File: config.mk
export PLATFORM = sky130hd
export DESIGN_NAME = tmr_irq_router
export DESIGN_NICKNAME = d
export VERILOG_FILES = /design/src/rtl/tmr_router_pkg.sv /design/src/rtl/tmr_arbiter.sv /design/src/rtl/tmr_line_decode.sv /design/src/rtl/tmr_legacy_ctl.sv /design/src/rtl/tmr_irq_router.sv
export SDC_FILE = /design/constraint.sdc
export NUM_CORES = 1
export LEC_CHECK = 0
export ABC_AREA = 1
export BUFFER_PORTS_ARGS = -buffer_cell sky130_fd_sc_hd__buf_4
export CAP_MARGIN = 20
export CORE_MARGIN = 4
export CORE_UTILIZATION = 39
export DETAILED_ROUTE_END_ITERATION = 8
export PLACE_DENSITY = 0.74
export SLEW_MARGIN = 10
export SYNTH_ARGS = -nofsm -noshare
export SYNTH_HDL_FRONTEND = slang
export SYNTH_HIERARCHICAL = 1
export SYNTH_SLANG_ARGS = --single-unit
File: constraint.sdc
create_clock -name clk -period 2 [get_ports clk]
set_input_delay 0.3 -clock clk [delete_from_list [all_inputs] [get_ports clk]]
set_output_delay 0.3 -clock clk [all_outputs]
set_load 0.02 [all_outputs]
File: src/rtl/tmr_router_pkg.sv
package tmr_router_pkg;
  localparam int CFG_W          = 16;
  localparam int EN_BIT         = 2;
  localparam int ROUTE_LO       = 9;
  localparam int ROUTE_W        = 5;
  localparam int GCFG_EN        = 0;
  localparam int GCFG_LEG       = 1;
  localparam int LEG_LINE_T0    = 0;
  localparam int LEG_LINE_T1    = 8;
  localparam int APIC_SRC_LINE  = 0;
  localparam int APIC_DST_PIN   = 2;
  localparam int PIT_RST_MODE   = 3;

  typedef struct packed {
    logic [2:0]  mode;
    logic        gate;
    logic [15:0] count;
  } pit_cmd_t;
endpackage

File: src/rtl/tmr_arbiter.sv
module tmr_arbiter #(
  parameter int NUM_TMR = 3,
  localparam int IDX_W  = (NUM_TMR > 1) ? $clog2(NUM_TMR) : 1
) (
  input  logic               clk,
  input  logic               rst,
  input  logic               glb_en,
  input  logic [NUM_TMR-1:0] fire_ok,
  output logic               gnt_vld,
  output logic [IDX_W-1:0]   gnt_idx
);
  logic [NUM_TMR-1:0] pend;
  logic [NUM_TMR-1:0] req;
  logic [NUM_TMR-1:0] gnt_oh;

  always_comb begin
    req     = glb_en ? (pend | fire_ok) : '0;
    gnt_oh  = req & (~req + {{(NUM_TMR-1){1'b0}}, 1'b1});
    gnt_vld = |req;
    gnt_idx = '0;
    for (int i = 0; i < NUM_TMR; i++) begin
      if (gnt_oh[i]) gnt_idx = IDX_W'(i);
    end
  end

  always_ff @(posedge clk) begin
    if (rst) pend <= '0;
    else     pend <= req & ~gnt_oh;
  end

  AST_PEND_DROP: assert property (@(posedge clk) disable iff (rst)
    !glb_en |=> (pend == '0));
  AST_GNT_CLEARS: assert property (@(posedge clk) disable iff (rst)
    gnt_vld |=> !pend[$past(gnt_idx)]);
endmodule

File: src/rtl/tmr_line_decode.sv
module tmr_line_decode
  import tmr_router_pkg::*;
#(
  parameter int NUM_TMR   = 3,
  parameter int NUM_LINES = 32,
  localparam int IDX_W    = (NUM_TMR > 1) ? $clog2(NUM_TMR) : 1,
  localparam int LINE_W   = $clog2(NUM_LINES)
) (
  input  logic                       clk,
  input  logic                       rst,
  input  logic                       gnt_vld,
  input  logic [IDX_W-1:0]           gnt_idx,
  input  logic                       legacy,
  input  logic [NUM_TMR*ROUTE_W-1:0] route_flat,
  output logic [NUM_LINES-1:0]       irq_q,
  output logic [NUM_LINES-1:0]       apic_q
);
  logic [LINE_W-1:0]    line_sel;
  logic [LINE_W-1:0]    apic_sel;
  logic [NUM_LINES-1:0] irq_d;
  logic [NUM_LINES-1:0] apic_d;

  always_comb begin
    line_sel = LINE_W'(route_flat[gnt_idx*ROUTE_W +: ROUTE_W]);
    if (legacy && gnt_idx == IDX_W'(0))      line_sel = LINE_W'(LEG_LINE_T0);
    else if (legacy && gnt_idx == IDX_W'(1)) line_sel = LINE_W'(LEG_LINE_T1);
    apic_sel = (line_sel == LINE_W'(APIC_SRC_LINE)) ? LINE_W'(APIC_DST_PIN) : line_sel;
  end

  for (genvar g = 0; g < NUM_LINES; g++) begin : g_line
    assign irq_d[g]  = gnt_vld && (line_sel == LINE_W'(g));
    assign apic_d[g] = gnt_vld && (apic_sel == LINE_W'(g));
  end

  always_ff @(posedge clk) begin
    if (rst) begin
      irq_q  <= '0;
      apic_q <= '0;
    end else begin
      irq_q  <= irq_d;
      apic_q <= apic_d;
    end
  end

  AST_IRQ_ONEHOT: assert property (@(posedge clk) disable iff (rst)
    $onehot0(irq_q));
  AST_APIC_ONEHOT: assert property (@(posedge clk) disable iff (rst)
    $onehot0(apic_q));
  AST_APIC_REMAP: assert property (@(posedge clk) disable iff (rst)
    irq_q[APIC_SRC_LINE] |-> (apic_q[APIC_DST_PIN] && !apic_q[APIC_SRC_LINE]));
endmodule

File: src/rtl/tmr_legacy_ctl.sv
module tmr_legacy_ctl
  import tmr_router_pkg::*;
(
  input  logic     clk,
  input  logic     rst,
  input  logic     legacy,
  input  logic     rtc_raise,
  input  logic     rtc_lower,
  output logic     pit_stop,
  output logic     pit_start,
  output pit_cmd_t pit_cmd,
  output logic     rtc_irq
);
  logic     leg_q;
  pit_cmd_t restart_cmd;

  assign restart_cmd = '{mode: 3'(PIT_RST_MODE), gate: 1'b1, count: 16'd0};

  always_ff @(posedge clk) begin
    if (rst) begin
      leg_q     <= 1'b0;
      pit_stop  <= 1'b0;
      pit_start <= 1'b0;
      pit_cmd   <= '0;
      rtc_irq   <= 1'b0;
    end else begin
      leg_q     <= legacy;
      pit_stop  <= legacy & ~leg_q;
      pit_start <= ~legacy & leg_q;
      pit_cmd   <= (~legacy & leg_q) ? restart_cmd : '0;
      if (rtc_lower)                rtc_irq <= 1'b0;
      else if (rtc_raise && !legacy) rtc_irq <= 1'b1;
    end
  end

  AST_STOP_ON_RISE: assert property (@(posedge clk) disable iff (rst)
    $rose(legacy) |=> pit_stop);
  AST_START_ON_FALL: assert property (@(posedge clk) disable iff (rst)
    $fell(legacy) |=> (pit_start && pit_cmd.mode == 3'(PIT_RST_MODE) && pit_cmd.gate));
  AST_STOP_START_EXCL: assert property (@(posedge clk) disable iff (rst)
    !(pit_stop && pit_start));
  AST_RTC_BLOCKED: assert property (@(posedge clk) disable iff (rst)
    (legacy && !rtc_irq) |=> !rtc_irq);
  AST_RTC_LOWER: assert property (@(posedge clk) disable iff (rst)
    rtc_lower |=> !rtc_irq);
endmodule

File: src/rtl/tmr_irq_router.sv
module tmr_irq_router
  import tmr_router_pkg::*;
#(
  parameter int          NUM_TMR   = 3,
  parameter int          NUM_LINES = 32,
  parameter logic [31:0] ROUTE_CAP = 32'h0000_0C20,
  localparam int         IDX_W     = (NUM_TMR > 1) ? $clog2(NUM_TMR) : 1
) (
  input  logic                     clk,
  input  logic                     rst,
  input  logic [1:0]               gcfg,
  input  logic [NUM_TMR*CFG_W-1:0] tmr_cfg,
  input  logic [NUM_TMR-1:0]       tmr_fire,
  input  logic                     rtc_raise,
  input  logic                     rtc_lower,
  output logic [NUM_LINES-1:0]     irq_pulse,
  output logic [NUM_LINES-1:0]     apic_pulse,
  output logic                     pit_stop,
  output logic                     pit_restart,
  output logic [2:0]               pit_mode,
  output logic                     pit_gate,
  output logic [15:0]              pit_count,
  output logic                     rtc_irq,
  output logic [31:0]              route_cap
);
  logic [NUM_TMR-1:0]         fire_ok;
  logic [NUM_TMR*ROUTE_W-1:0] route_flat;
  logic                       gnt_vld;
  logic [IDX_W-1:0]           gnt_idx;
  pit_cmd_t                   pit_cmd;
  logic                       unused_cfg_bits;

  for (genvar t = 0; t < NUM_TMR; t++) begin : g_tmr
    assign fire_ok[t] = tmr_fire[t] & tmr_cfg[t*CFG_W + EN_BIT];
    assign route_flat[t*ROUTE_W +: ROUTE_W] = tmr_cfg[t*CFG_W + ROUTE_LO +: ROUTE_W];
  end
  assign unused_cfg_bits = ^tmr_cfg;

  tmr_arbiter #(.NUM_TMR(NUM_TMR)) u_arb (
    .clk     (clk),
    .rst     (rst),
    .glb_en  (gcfg[GCFG_EN]),
    .fire_ok (fire_ok),
    .gnt_vld (gnt_vld),
    .gnt_idx (gnt_idx)
  );

  tmr_line_decode #(.NUM_TMR(NUM_TMR), .NUM_LINES(NUM_LINES)) u_dec (
    .clk        (clk),
    .rst        (rst),
    .gnt_vld    (gnt_vld),
    .gnt_idx    (gnt_idx),
    .legacy     (gcfg[GCFG_LEG]),
    .route_flat (route_flat),
    .irq_q      (irq_pulse),
    .apic_q     (apic_pulse)
  );

  tmr_legacy_ctl u_leg (
    .clk       (clk),
    .rst       (rst),
    .legacy    (gcfg[GCFG_LEG]),
    .rtc_raise (rtc_raise),
    .rtc_lower (rtc_lower),
    .pit_stop  (pit_stop),
    .pit_start (pit_restart),
    .pit_cmd   (pit_cmd),
    .rtc_irq   (rtc_irq)
  );

  assign pit_mode  = pit_cmd.mode;
  assign pit_gate  = pit_cmd.gate;
  assign pit_count = pit_cmd.count;
  assign route_cap = ROUTE_CAP;

  AST_DISABLED_SILENT: assert property (@(posedge clk) disable iff (rst)
    !gcfg[GCFG_EN] |=> (irq_pulse == '0));
  AST_LEGACY_T0: assert property (@(posedge clk) disable iff (rst)
    (gcfg == 2'b11 && fire_ok[0]) |=> irq_pulse[LEG_LINE_T0]);
endmodule

==> qor.csv <==
metric,value,unit
viasPerCell,4.12,
dp_hpwl,4.54,mm
crit-reg2reg-launch,u_arb/pend[1],
drt_wl_total,6.07,mm
synthAdderAreaFrac,0,%
fin_setup_tns,0,ns
postPlaceCellArea,3570,um^2
io_buffer_count,96,
fin_worst_skew,0.00875,ns
synth_top_area_share,48.5,%
async_flop_share,0,%
ys_top_cells_by_area,"dfxtp_1 (48%), buf_4 (14%), nor3_2 (14%), nand2_1 (3.6%), nor2_1 (2.7%)",
via_count,2060,
crit_path_end_kind,register,
synthToLayoutAreaGrowth,33.5,%
grt_pass1_wl,8.94,mm
report.final.hold_viol_count,0,
gr-usage-all-layers,13.3,%
synthTopCellsByCount,"dfxtp_1 (70), buf_4 (55), nor3_2 (40)",
drt_iter0_drc,59,
setup_ws,0.208,ns
chipWidth,94.1,um
yosys_warnings,6,
grt_max_degree,29,
ys.flop_type,dfxtp_1,
seq_area,1400,um^2
routabilityCongestion,0.715,
initial_utilization,40.1,%
cts_root_buf,clkbuf_8,
p_leak,1.78,nW
fp.dieH,94.1,um
synth_xor_area_share,0,%
fin_nets,453,
clk_latency,0.33,ns
wire_per_inst,12.1,um
synth_seq_cells,70,
hold_slack,0.179,ns
fillers,679,
critPathMaxFanout,9,
synthCells,291,
finish.utilization,53.5,%
drc,0,
muxShareOfSynthArea,0,%
antenna_found_initial,0,
synth_compound_area_share,0.736,%
grt_pass1_vias,1858,
tritoncts.num_buffers,9,
final_antenna_net_count,0,
dr.pass1.iters,4,
rows,31,
ys_seq_area_share,48.5,%
fmax,558,MHz
required,2.24,ns
synth_top_family_by_area,simple AND/OR/NAND/NOR gates,
drive_gt1_share,47.4,%
synth_cell_type_count,22,
syn_area,2890,um^2
multi_input_area,1080,um^2
path_clk_slew,0.07,ns
status,"finished, final reports clean",
arrival,2.03,ns
grt_overflow,0,
coreArea,7210,um^2
pin_count,176,
diodes,0,
drv_slew,0,
whs_path_depth,2,
maxCapViolCount,0,
hp-class,in -> reg,
max-vdd-ir-drop,0.286,mV
place_ws,0.0102,ns
r2r-end,u_dec/irq_q[22],
final_area,3860,um^2
setup_viol,0,
synthDominantAreaCellType,dfxtp_1,
clock_sinks,70,
synth-simple-area-share,30.2,%
critical_path_class,reg -> reg,
start_kind,register,
min_period_over_period,89.6,%
syn_area_per_cell,9.93,um^2
clock_path_buffers,2,
dieArea,8850,um^2
powerDensity,800,nW/um^2
min_from,rst,
synth-edff-count,0,
hold_end,u_leg/leg_q,
ff2ff_setup_slack,0.21,ns
cts_htree_levels,3,
cts_tree,built,
fin_crit,1.79,ns
rr_worst_depth,11,
synthMostInstantiatedCell,dfxtp_1,
==> state kept, by name (all words and copies together) (netlist names) <==
signal and flops:
u_leg/rtc_irq 1, u_leg/leg_q 1, u_dec/apic_q 32, u_arb/pend 2, u_leg/pit_cmd 1, u_dec/irq_q 32, u_leg/pit_stop 1
==> final cells by class <==
class,count,area share (%)
Clock buffer,10,3.31
Clock inverter,6,2.43
Inverter,20,1.95
Multi-Input combinational cell,181,28.0
Sequential cell,70,36.3
Tap cell,99,3.21
Timing Repair Buffer,114,24.8
==> cell usage in the layout, fill, tap and decap left out <==
master and count:
o21ai_1 1, nand2_4 5, nand3_4 1, inv_6 1, o21bai_1 1, nor3_1 9, buf_12 8, clkinvlp_4 1
nor3b_1 1, nand3_1 11, nor2_4 1, nand2_1 28, conb_1 50, buf_4 106, nor2_1 21, nor3_2 40
dfxtp_1 70, inv_1 18, a21oi_2 1, clkbuf_8 9, nand2_2 2, clkinv_4 2, clkbuf_1 1, bufinv_16 2
nor2_2 2, nand3_2 7, inv_2 2
==> worst max-delay path by stage <==
stage / startpoint / endpoint
4_1_cts: u_arb/pend[2] / u_dec/irq_q[23]
5_1_grt: u_arb/pend[1] / u_dec/irq_q[22]
2_1_floorplan: tmr_fire[1] / u_dec/apic_q[20]
3_3_place_gp: tmr_fire[1] / u_dec/irq_q[27]
6_report: u_arb/pend[1] / u_dec/irq_q[22]
3_5_place_dp: tmr_fire[2] / u_dec/irq_q[12]
==> layer usage <==
metal	global-route usage (%)	share of wire [%]	vias to the layer above	routed length [um]
met2	22.5	49	113	3000
met3	4.81	10	5	612
li1	-	-	1023	-
met5	0	0	-	0
met1	15.3	40	919	2410
met4	4.69	0.73	0	44
==> worst max-delay path: stages, from the launching register on <==
cell and delay (ns):
dfxtp_1 0.31, nor2_2 0.12, nand2_1 0.09, nor2_1 0.12, buf_4 0.16, inv_2 0.09
nand3_1 0.10, nand3_2 0.13, inv_1 0.09, nand3_2 0.11, buf_12 0.18, nor3_1 0.21
==> kinds of logic (layout without fill, tap and decap cells) <==
family | after synthesis | count (layout)
buffers and inverters | 86 | 150
flip-flops | 70 | 70
AO/OA/AOI/OAI | 3 | 3
other | 4 | 50
AND/OR/NAND/NOR | 128 | 128
==> where the power goes <==
| group | switching, mW | leakage, nW | internal, mW |
|---|---|---|---|
| sequential | 0.00510 | 0.565 | 1.41 |
| clock | 0.517 | 0.107 | 0.711 |
| combinational | 0.298 | 1.11 | 0.149 |
==> per-stage QoR <==
stage / instances / total power [mW]
after floorplan: 337 / 1.82
after global placement: 477 / 1.86
after detailed placement: 477 / 1.87
after CTS: 493 / 3.09
after global routing: 500 / 3.22
final: 500 / 3.09
==> what timing repair did <==
action,CTS,global route
buffers inserted,0,7
setup endpoints to repair,0,5
hold buffers,0,0
resized for setup,0,1
Power figures use the tool's default switching activity.
